--- src/rtl/can_accept_filter_pkg.sv ---
package can_accept_filter_pkg;
    localparam int EXT_ID_W = 29;
    localparam int STD_ID_W = 11;
    localparam int DLC_W    = 4;
    typedef enum logic {
        FILT_DUAL   = 1'b0,
        FILT_SINGLE = 1'b1
    } filt_mode_e;
endpackage

--- src/rtl/canaf_cfg_regs.sv ---
// Holds the code bytes, mask bytes and mode bit.
// Assumes the selector map: codes at 0..NREG-1, masks at NREG..2*NREG-1,
// mode at 2*NREG. Byte 0 lands in the most significant byte of each vector.
module canaf_cfg_regs #(
    parameter int BYTE_W = 8,
    parameter int NREG   = 4,
    parameter int SEL_W  = 4,
    parameter logic [BYTE_W-1:0] MASK_INIT = '1,
    localparam int VEC_W = BYTE_W * NREG
) (
    input  logic              clk,
    input  logic              rst_n,
    input  logic              ctl_reset_mode,
    input  logic              cfg_we,
    input  logic [SEL_W-1:0]  cfg_sel,
    input  logic [BYTE_W-1:0] cfg_wdata,
    output logic [VEC_W-1:0]  code_vec,
    output logic [VEC_W-1:0]  mask_vec,
    output logic              single_mode
);
    logic wr_ok;
    assign wr_ok = cfg_we && ctl_reset_mode;

    for (genvar i = 0; i < NREG; i++) begin : g_byte
        logic [BYTE_W-1:0] code_q, mask_q;
        // code byte i: cleared on reset, loaded by an allowed write
        always_ff @(posedge clk) begin
            if (!rst_n)                                code_q <= '0;
            else if (wr_ok && cfg_sel == SEL_W'(i))    code_q <= cfg_wdata;
        end
        // mask byte i: opens on reset, loaded by an allowed write
        always_ff @(posedge clk) begin
            if (!rst_n)                                     mask_q <= MASK_INIT;
            else if (wr_ok && cfg_sel == SEL_W'(NREG + i))  mask_q <= cfg_wdata;
        end
        assign code_vec[(NREG-1-i)*BYTE_W +: BYTE_W] = code_q;
        assign mask_vec[(NREG-1-i)*BYTE_W +: BYTE_W] = mask_q;
    end

    // mode bit: dual after reset, bit 0 of an allowed write
    always_ff @(posedge clk) begin
        if (!rst_n)                                       single_mode <= 1'b0;
        else if (wr_ok && cfg_sel == SEL_W'(2 * NREG))    single_mode <= cfg_wdata[0];
    end

    assert_cfg_locked_R4: assert property (@(posedge clk) disable iff (!rst_n)
        !ctl_reset_mode |=> ($stable(code_vec) && $stable(mask_vec) && $stable(single_mode)));
endmodule

--- src/rtl/canaf_layout.sv ---
// Maps frame header fields onto the code-byte positions for every layout.
// Also marks the bits to ignore: unused positions, and data bytes that a
// remote frame or a short DLC does not carry.
// Assumes four 8-bit code bytes (the frame formats fix these widths).
module canaf_layout
    import can_accept_filter_pkg::*;
(
    input  logic                frm_ext,
    input  logic                frm_rtr,
    input  logic [EXT_ID_W-1:0] frm_id,
    input  logic [DLC_W-1:0]    frm_dlc,
    input  logic [7:0]          frm_data0,
    input  logic [7:0]          frm_data1,
    output logic [31:0]         one_field,
    output logic [31:0]         one_ign,
    output logic [15:0]         a_field,
    output logic [15:0]         a_ign,
    output logic [15:0]         b_field,
    output logic [15:0]         b_ign
);
    logic [STD_ID_W-1:0] sid;
    logic skip0, skip1;
    assign sid   = frm_id[STD_ID_W-1:0];
    assign skip0 = frm_rtr || (frm_dlc == '0);
    assign skip1 = frm_rtr || (frm_dlc < DLC_W'(2));

    // single-filter field image and ignore set
    always_comb begin
        if (frm_ext) begin
            one_field = {frm_id[28:5], frm_id[4:0], frm_rtr, 2'b00};
            one_ign   = {30'h0, 2'b11};
        end else begin
            one_field = {sid[10:3], sid[2:0], frm_rtr, 4'h0, frm_data0, frm_data1};
            one_ign   = {12'h000, 4'hF, {8{skip0}}, {8{skip1}}};
        end
    end

    // dual-filter images: both filters see the same header fields
    always_comb begin
        if (frm_ext) begin
            a_field = frm_id[28:13];
            a_ign   = 16'h0000;
            b_field = frm_id[28:13];
            b_ign   = 16'h0000;
        end else begin
            a_field = {sid[10:3], sid[2:0], frm_rtr, frm_data0[7:4]};
            a_ign   = {12'h000, {4{skip0}}};
            b_field = {sid[10:3], sid[2:0], frm_rtr, 4'h0};
            b_ign   = 16'h000F;
        end
    end
endmodule

--- src/rtl/canaf_match.sv ---
// Masked equality: hit when every bit agrees, or is masked, or is ignored.
// Assumes all four inputs share the same bit positions.
module canaf_match #(
    parameter int W = 16
) (
    input  logic [W-1:0] field,
    input  logic [W-1:0] code,
    input  logic [W-1:0] mask,
    input  logic [W-1:0] ign,
    output logic         hit
);
    // reduce the per-bit agreement
    always_comb hit = &(~(field ^ code) | mask | ign);
endmodule

--- src/rtl/can_accept_filter.sv ---
// Acceptance filter top: configuration registers, field mapping,
// a single wide filter and two half-width filters, and a registered verdict.
// Assumes frm_valid is a one-cycle strobe with the header fields stable in it.
module can_accept_filter
    import can_accept_filter_pkg::*;
#(
    parameter int BYTE_W = 8,
    parameter int NREG   = 4,
    parameter int SEL_W  = 4,
    localparam int VEC_W  = BYTE_W * NREG,
    localparam int HALF_W = VEC_W / 2
) (
    input  logic                clk,
    input  logic                rst_n,
    input  logic                ctl_reset_mode,
    input  logic                cfg_we,
    input  logic [SEL_W-1:0]    cfg_sel,
    input  logic [BYTE_W-1:0]   cfg_wdata,
    input  logic                frm_valid,
    input  logic                frm_ext,
    input  logic                frm_rtr,
    input  logic [EXT_ID_W-1:0] frm_id,
    input  logic [DLC_W-1:0]    frm_dlc,
    input  logic [7:0]          frm_data0,
    input  logic [7:0]          frm_data1,
    output logic                accept_vld,
    output logic                accept
);
    logic [VEC_W-1:0]  code_vec, mask_vec, one_field, one_ign;
    logic [HALF_W-1:0] a_field, a_ign, b_field, b_ign;
    logic              single_mode, hit_one, hit_a, hit_b, verdict;
    filt_mode_e        mode;

    canaf_cfg_regs #(.BYTE_W(BYTE_W), .NREG(NREG), .SEL_W(SEL_W)) u_cfg (
        .clk(clk), .rst_n(rst_n), .ctl_reset_mode(ctl_reset_mode),
        .cfg_we(cfg_we), .cfg_sel(cfg_sel), .cfg_wdata(cfg_wdata),
        .code_vec(code_vec), .mask_vec(mask_vec), .single_mode(single_mode)
    );

    canaf_layout u_layout (
        .frm_ext(frm_ext), .frm_rtr(frm_rtr), .frm_id(frm_id), .frm_dlc(frm_dlc),
        .frm_data0(frm_data0), .frm_data1(frm_data1),
        .one_field(one_field), .one_ign(one_ign),
        .a_field(a_field), .a_ign(a_ign), .b_field(b_field), .b_ign(b_ign)
    );

    canaf_match #(.W(VEC_W)) u_one (
        .field(one_field), .code(code_vec), .mask(mask_vec), .ign(one_ign), .hit(hit_one)
    );
    canaf_match #(.W(HALF_W)) u_fa (
        .field(a_field), .code(code_vec[VEC_W-1 -: HALF_W]),
        .mask(mask_vec[VEC_W-1 -: HALF_W]), .ign(a_ign), .hit(hit_a)
    );
    canaf_match #(.W(HALF_W)) u_fb (
        .field(b_field), .code(code_vec[HALF_W-1:0]),
        .mask(mask_vec[HALF_W-1:0]), .ign(b_ign), .hit(hit_b)
    );

    assign mode = filt_mode_e'(single_mode);

    // choose the verdict for the selected filter mode
    always_comb begin
        case (mode)
            FILT_SINGLE: verdict = hit_one;
            default:     verdict = hit_a || hit_b;
        endcase
    end

    // register the verdict one cycle after the strobe
    always_ff @(posedge clk) begin
        if (!rst_n) begin
            accept_vld <= 1'b0;
            accept     <= 1'b0;
        end else begin
            accept_vld <= frm_valid;
            if (frm_valid) accept <= verdict;
        end
    end

    assert_vld_follows_R2: assert property (@(posedge clk) disable iff (!rst_n)
        frm_valid |=> accept_vld);
    assert_vld_pulse_R2: assert property (@(posedge clk) disable iff (!rst_n)
        !frm_valid |=> !accept_vld);
    assert_dual_either_R9: assert property (@(posedge clk) disable iff (!rst_n)
        (frm_valid && !single_mode && (hit_a || hit_b)) |=> accept);
    assert_open_mask_R3: assert property (@(posedge clk) disable iff (!rst_n)
        (frm_valid && single_mode && (&mask_vec)) |=> accept);
    assert_single_reject_R5: assert property (@(posedge clk) disable iff (!rst_n)
        (frm_valid && single_mode && !hit_one) |=> !accept);
endmodule

--- config.mk ---
export PLATFORM = sky130hd
export DESIGN_NAME = can_accept_filter
export DESIGN_NICKNAME = d
export VERILOG_FILES = /design/src/rtl/can_accept_filter_pkg.sv /design/src/rtl/canaf_cfg_regs.sv /design/src/rtl/canaf_layout.sv /design/src/rtl/canaf_match.sv /design/src/rtl/can_accept_filter.sv
export SDC_FILE = /design/constraint.sdc
export NUM_CORES = 1
export LEC_CHECK = 0
export BUFFER_PORTS_ARGS = -buffer_cell sky130_fd_sc_hd__buf_2
export CORE_MARGIN = 4
export CORE_UTILIZATION = 53
export DETAILED_ROUTE_END_ITERATION = 12
export GPL_TIMING_DRIVEN = 0
export HOLD_SLACK_MARGIN = 0.05
export PLACE_DENSITY = 0.78
export REMOVE_ABC_BUFFERS = 1
export SYNTH_ARGS = -nofsm -noshare
export SYNTH_HDL_FRONTEND = slang
export SYNTH_HIERARCHICAL = 1
export SYNTH_SLANG_ARGS = --single-unit
export TNS_END_PERCENT = 5
--- constraint.sdc ---
create_clock -name clk -period 2 [get_ports clk]
set_input_delay 0.3 -clock clk [delete_from_list [all_inputs] [get_ports clk]]
set_output_delay 0.3 -clock clk [all_outputs]
set_load 0.01 [all_outputs]
==> results of run 1 <==
==> critical path, cell delays in order <==
cell,delay (ns)
buf_12,0.19
mux2_2,0.43
xnor2_1,0.15
nor3_1,0.24
nor4_2,0.11
and4_1,0.20
or3_1,0.39
a32o_1,0.23
==> cells in the final DEF (no fill, tap or decap), types with 2 or more instances in the layout <==
master / count
nor2b_1: 34
nor2_1: 33
inv_6: 3
nor4_2: 2
and2b_1: 2
nand3_1: 9
mux2_2: 21
xnor2_1: 32
inv_1: 10
nor3_1: 28
nand2_2: 2
clkinvlp_4: 3
conb_1: 36
nor4_1: 7
buf_12: 2
buf_2: 68
dfxtp_1: 67
xor2_1: 32
or3b_1: 2
nand4_1: 5
a22oi_1: 15
nand2_1: 52
nor3_2: 5
and2_1: 6
o211ai_1: 8
nand2b_1: 8
and4_1: 2
mux2i_1: 57
clkbuf_8: 9
==> stage by stage <==
step | utilization [%] | total power (µW) | setup TNS, ns | hold WS [ns] | area, µm²
finish | 55.9 | 2860 | 0 | 0.201 | 4920
global route | 55.9 | 2980 | 0 | 0.200 | 4920
CTS | 55.4 | 2870 | 0 | 0.188 | 4880
detailed placement | 52.9 | 1800 | -0.809 | 0.484 | 4660
global placement | 52.9 | 1790 | -0.787 | 0.470 | 4660
floorplan | - | 1620 | 0 | 0.389 | 4180
==> final timing paths <==
check / startpoint / to / slack, ns / depth (start not counted)
hold / removal: frm_valid / accept_vld / 0.20 / 2
setup / recovery: frm_ext / accept / 0.00002 / 8
hold reg to reg: u_cfg/single_mode / u_cfg/single_mode / 0.50 / 2
setup reg to reg: u_cfg/g_byte[1].code_q[3] / accept / 0.18 / 6
==> report_power, final <==
group | total, µW | switching (µW) | internal [µW]
Clock | 1080 | 606 | 471
Combinational | 430 | 237 | 193
Sequential | 1360 | 11.7 | 1350
==> registers in the layout (all words and copies together) (netlist names) <==
| signal | count |
|---|---|
| accept | 1 |
| u_cfg/g_byte.mask_q | 32 |
| accept_vld | 1 |
| u_cfg/single_mode | 1 |
| u_cfg/g_byte.code_q | 32 |
==> what timing repair did <==
action,4_1_cts,5_1_grt
buffers inserted,1,0
endpoints found under the setup margin,1,1
gates resized for setup,4,8
pin swaps,1,1
==> Yosys cell counts, drive strengths merged (5+ instances only) <==
| cell | instances |
|---|---|
| clkbuf | 10 |
| nand4 | 5 |
| dfxtp | 67 |
| mux2i | 57 |
| nor3 | 34 |
| nand2b | 9 |
| xor2 | 32 |
| a22oi | 16 |
| nand3 | 9 |
| nor2b | 34 |
| buf | 97 |
| o211ai | 8 |
| xnor2 | 32 |
| and2 | 6 |
| nand2 | 54 |
| nor2 | 33 |
| inv | 10 |
| nor4 | 9 |
| mux2 | 21 |
==> per-layer routing <==
| layer | global-route usage, % | up-vias |
|---|---|---|
| met5 | 0 | - |
| met2 | 36.7 | 162 |
| li1 | - | 1777 |
| met1 | 31.5 | 1760 |
| met3 | 4.83 | 19 |
| met4 | 7.47 | 0 |
==> layout make-up <==
cell class                      instances  area [µm²]
Clock inverter                          7        60.1
Multi-Input combinational cell        411        2840
Sequential cell                        67        1340
Fill cell                             781        3890
Clock buffer                            9         124
Tap cell                              108         135
Timing Repair Buffer                   70         380
Inverter                               10        37.5
==> cell families after synthesis <==
group	count (synthesis)
DFF	67
other	1
AOI/OAI and AO/OA	27
muxes	78
xor gates and xnor gates	64
buffers and inverters	117
and+or+nand+nor	206
==> flow_summary.json, run 1 <==
{
  "outcome": "finished clean",
  "worstPathArrival_ns": 2.25,
  "top_level_ports": 70,
  "cts_inserted_buffers": 9,
  "numPortBuffers": 69,
  "cts-root-to-sink-buffers": 2,
  "synth-async-reset-ratio_pct": 0,
  "hold_path.class": "in2reg",
  "max_slew_margin_pct": 11.7,
  "grt_first_pass_wirelength_um": 18400,
  "critPathCaptureType": "register",
  "antenna_left": 0,
  "gp_routability_congestion": 0.936,
  "totalWireLength_um": 12200,
  "fin_crit_sh_pct": 100,
  "yosys_register_bits": 67,
  "max-cap-violations": 0,
  "rsz0062_at_grt": "false",
  "area.growth.synth_to_final_pct": 1.89,
  "clock_tree.htree_level_count": 3,
  "synth_simple_gate_area_share_pct": 22.3,
  "synth.cell_area_um2": 4830,
  "grt_overflow": 0,
  "synth-adder-area-share_pct": 0,
  "dpl.hpwl_um": 8860,
  "layout_min_cycle_time_ns": 2.00,
  "clock_tree.root_cell": "clkbuf_8",
  "floorplan.die_area_um2": 10700,
  "met1_length_um": 5220,
  "drt_iter0_markers": 278,
  "clk_latency_ns": 0.35,
  "synth_top_cell_area_share_pct": 27.8,
  "wire_per_inst_um": 17.9,
  "dr.max_layer_used": "met4",
  "row_count": 34,
  "timing.critical_path.from_type": "primary input",
  "grt_util_all_layers_pct": 23.2,
  "synth_edf_count": 0,
  "antenna_cells_inserted": 0,
  "drc": 0,
  "synth_top_flop_cell": "dfxtp_1",
  "critPathMaxFanout": 40,
  "finalWorstSetupSlack_ns": 0.0000191,
  "route.vias.total": 3718,
  "p_leak_uw": 0.00226,
  "post_synth_main_area_contributors": "dfxtp_1 28%, buf_4 14%, mux2i_1 12%",
  "synth.yosys.warnings": 6,
  "final-instance-count-excl-fill": 682,
  "cts.sinks": 67,
  "critical_path_required_ns": 2.25,
  "cts.reportedPaths.clkPinSlew_ns": 0.08,
  "finalClockSkew_ns": 0.00550,
  "final_nets": 637,
  "die_h_um": 103,
  "tritoncts": "done",
  "cts.hold.buffers_added": 0,
  "initial_core_util_pct": 54.8,
  "dpl_worst_slack_ns": -0.809,
  "antenna_found_initial": 0,
  "syn-mean-instance-area_um2": 8.62,
  "drt-pass1-iter-count": 5,
  "post-place-cells": 665,
  "met2RoutedLength_um": 5790,
  "slew_violations": 0,
  "synth_area_leader_cell": "dfxtp_1",
  "grt_max_degree": 84,
  "syn-instance-count": 560,
  "via_per_inst": 5.45,
  "vdd_ir_drop_max_uv": 251,
  "layout-drive-gt1-share_pct": 21.6,
  "synth_top_family_by_area": "simple AND/OR/NAND/NOR gates",
  "power_per_unit_of_standard_cell_area_nw_per_um2": 582,
  "wl_met3_um": 959,
  "vias_in_the_first_global_route": 3518,
  "floorplan.die.width_um": 103,
  "yosysUniqueCellTypes": 40,
  "setup_viol": 0,
  "synth.area.mux_share_pct": 16.7,
  "synth_sequential_area_ratio_pct": 27.8,
  "peak_freq_mhz": 500,
  "worstSetupPathType": "in2reg",
  "synth_compound_gate_area_share_pct": 4.48,
  "tightest_slew_ns": 1.32,
  "post_synth_xor_area_fraction_pct": 11.6,
  "finalHoldViolations": 0,
  "design.core.area_um2": 8810
}
No activity file was read; power rests on OpenSTA's default activity.
==> run 2, diff against run 1 <==
- SETUP_SLACK_MARGIN: unset -> 0.2
==> flow_summary.json, run 2 (synthesis gave the netlist of run 1 again) <==
{
  "finalWorstSetupSlack_ns": 0.0723,
  "setup_viol": 0,
  "tritoncts": "done",
  "initial_core_util_pct": 54.8,
  "power.share.sequential_pct": 47.0,
  "critPathCaptureType": "register",
  "net_sw_power_uw": 871,
  "row_count": 34,
  "peak_freq_mhz": 519,
  "global_route.peak_usage_layer": "met2",
  "mostFrequentLayoutCell": "buf_2",
  "cts.sinks": 67,
  "layout_min_cycle_time_ns": 1.93,
  "grtUsageMet2_pct": 36.8,
  "clock_tree.root_cell": "clkbuf_8",
  "final_nets": 638,
  "drt_iter0_markers": 353,
  "globalRouteMet3Util_pct": 4.83,
  "layout_top_registers": "u_cfg/g_byte.code_q (32), u_cfg/g_byte.mask_q (32)",
  "drc": 0,
  "antenna_left": 0,
  "internal_power_uw": 2020,
  "antenna_cells_inserted": 0,
  "max-cap-violations": 0,
  "dpl_worst_slack_ns": -0.809,
  "antenna_found_initial": 0,
  "dpl_cell_area_um2": 4660,
  "finalClockSkew_ns": 0.00535,
  "clk_latency_ns": 0.35,
  "fin_crit_sh_pct": 96.4,
  "grt_overflow": 0,
  "outcome": "finished clean",
  "rsz0062_at_grt": "true",
  "worstSetupPathType": "in2reg",
  "slew_violations": 0,
  "tightest_slew_ns": 1.33,
  "grt_util_all_layers_pct": 23.3,
  "layout_common_cells": "68 x buf_2, 67 x dfxtp_1, 57 x mux2i_1",
  "final_cell_area_um2": 4990,
  "timing.critical_path.cells": "buf_2 > or3_4 > o31ai_4 > buf_12 > nor2_1 > a22oi_1 > nand4_1 > nor4_2 > or2b_1 > a32o_1",
  "power.combinational.fraction_pct": 15.5,
  "p_leak_uw": 0.00228,
  "critical_path.slowest_cell": "or3_4",
  "grt_first_pass_wirelength_um": 18500,
  "vias_in_the_first_global_route": 3526,
  "critical_path_required_ns": 2.29,
  "design.core.area_um2": 8810,
  "grt_util_met1_pct": 31.7,
  "totalWireLength_um": 12600,
  "hold_path.class": "in2reg",
  "power_per_unit_of_standard_cell_area_nw_per_um2": 579,
  "top_level_ports": 70,
  "via_per_inst": 5.52,
  "netSwitchingFraction_pct": 30.1,
  "critPathMaxFanout": 12,
  "cts.reportedPaths.clkPinSlew_ns": 0.08,
  "layout-drive-gt1-share_pct": 22.8,
  "vdd_ir_drop_max_uv": 252,
  "wire_per_inst_um": 18.5,
  "worstPathArrival_ns": 2.22,
  "dpl.hpwl_um": 8860,
  "cts-root-to-sink-buffers": 2,
  "timing.critical_path.from_type": "primary input",
  "max_slew_margin_pct": 11.4,
  "floorplan.die_area_um2": 10700,
  "grt_max_degree": 84,
  "cts_inserted_buffers": 9,
  "die_h_um": 103,
  "numPortBuffers": 69,
  "route.vias.total": 3772,
  "totalNegativeSetupSlack_ns": 0,
  "slowest_delay_ns": 0.42,
  "clock_tree.htree_level_count": 3,
  "area.growth.synth_to_final_pct": 3.34,
  "finalHoldViolations": 0,
  "pwr-share-clk_pct": 37.6,
  "floorplan.die.width_um": 103,
  "gp_routability_congestion": 0.936,
  "drt-pass1-iter-count": 5
}
-- run 2: layer usage --
layer	routed length (µm)	vias up
li1	-	1781
met1	5350	1783
met2	6060	187
met3	1010	21
met4	204	0
met5	0	-
-- run 2: cell type report --
cell class	count	area, µm²
clock buffers	9	124
clock inverters	7	60.1
fillers	770	3820
inverters	10	37.5
multi-input cells	411	2880
flip-flops and latches	67	1340
well taps	108	135
repair buffers	71	413
-- run 2: power groups by stage --
stage / Sequential [µW] / Combinational [µW] / Clock (µW)
after floorplan: 1390 / 236 / 0
after global placement: 1390 / 398 / 0
after detailed placement: 1390 / 408 / 0
after CTS: 1360 / 422 / 1090
after global routing: 1360 / 481 / 1150
final: 1360 / 447 / 1090
-- run 2: critical path: cells and delay by family --
kind / cells / cell delay, ns
AOI/OAI and AO/OA: 3 / 0.58
buffers and inverters: 2 / 0.28
and+or+nand+nor: 5 / 1.07
-- run 2: path summary, 6_finish.rpt --
kind,from,endpoint,slack [ns],depth (start not counted)
worst max-delay path,frm_dlc[1],accept,0.07,10
worst min-delay path,frm_valid,accept_vld,0.20,2
worst max register to register,u_cfg/g_byte[3].code_q[0],accept,0.17,6
worst min register to register,u_cfg/single_mode,u_cfg/single_mode,0.50,2
-- run 2: repair_timing --
action                     CTS  global route
pin swaps                    1             2
gates cloned                 0             1
buffers inserted             1             0
hold buffers                 0             0
resized for setup            8            13
setup endpoints to repair    1             1
-- run 2: per-stage QoR --
stage	util, %	cells	total power, µW	hold slack (ns)
floorplan	-	488	1620	0.389
global placement	52.9	665	1790	0.470
detailed placement	52.9	665	1800	0.484
CTS	55.6	682	2870	0.188
global route	56.6	683	2990	0.201
finish	56.6	683	2890	0.201
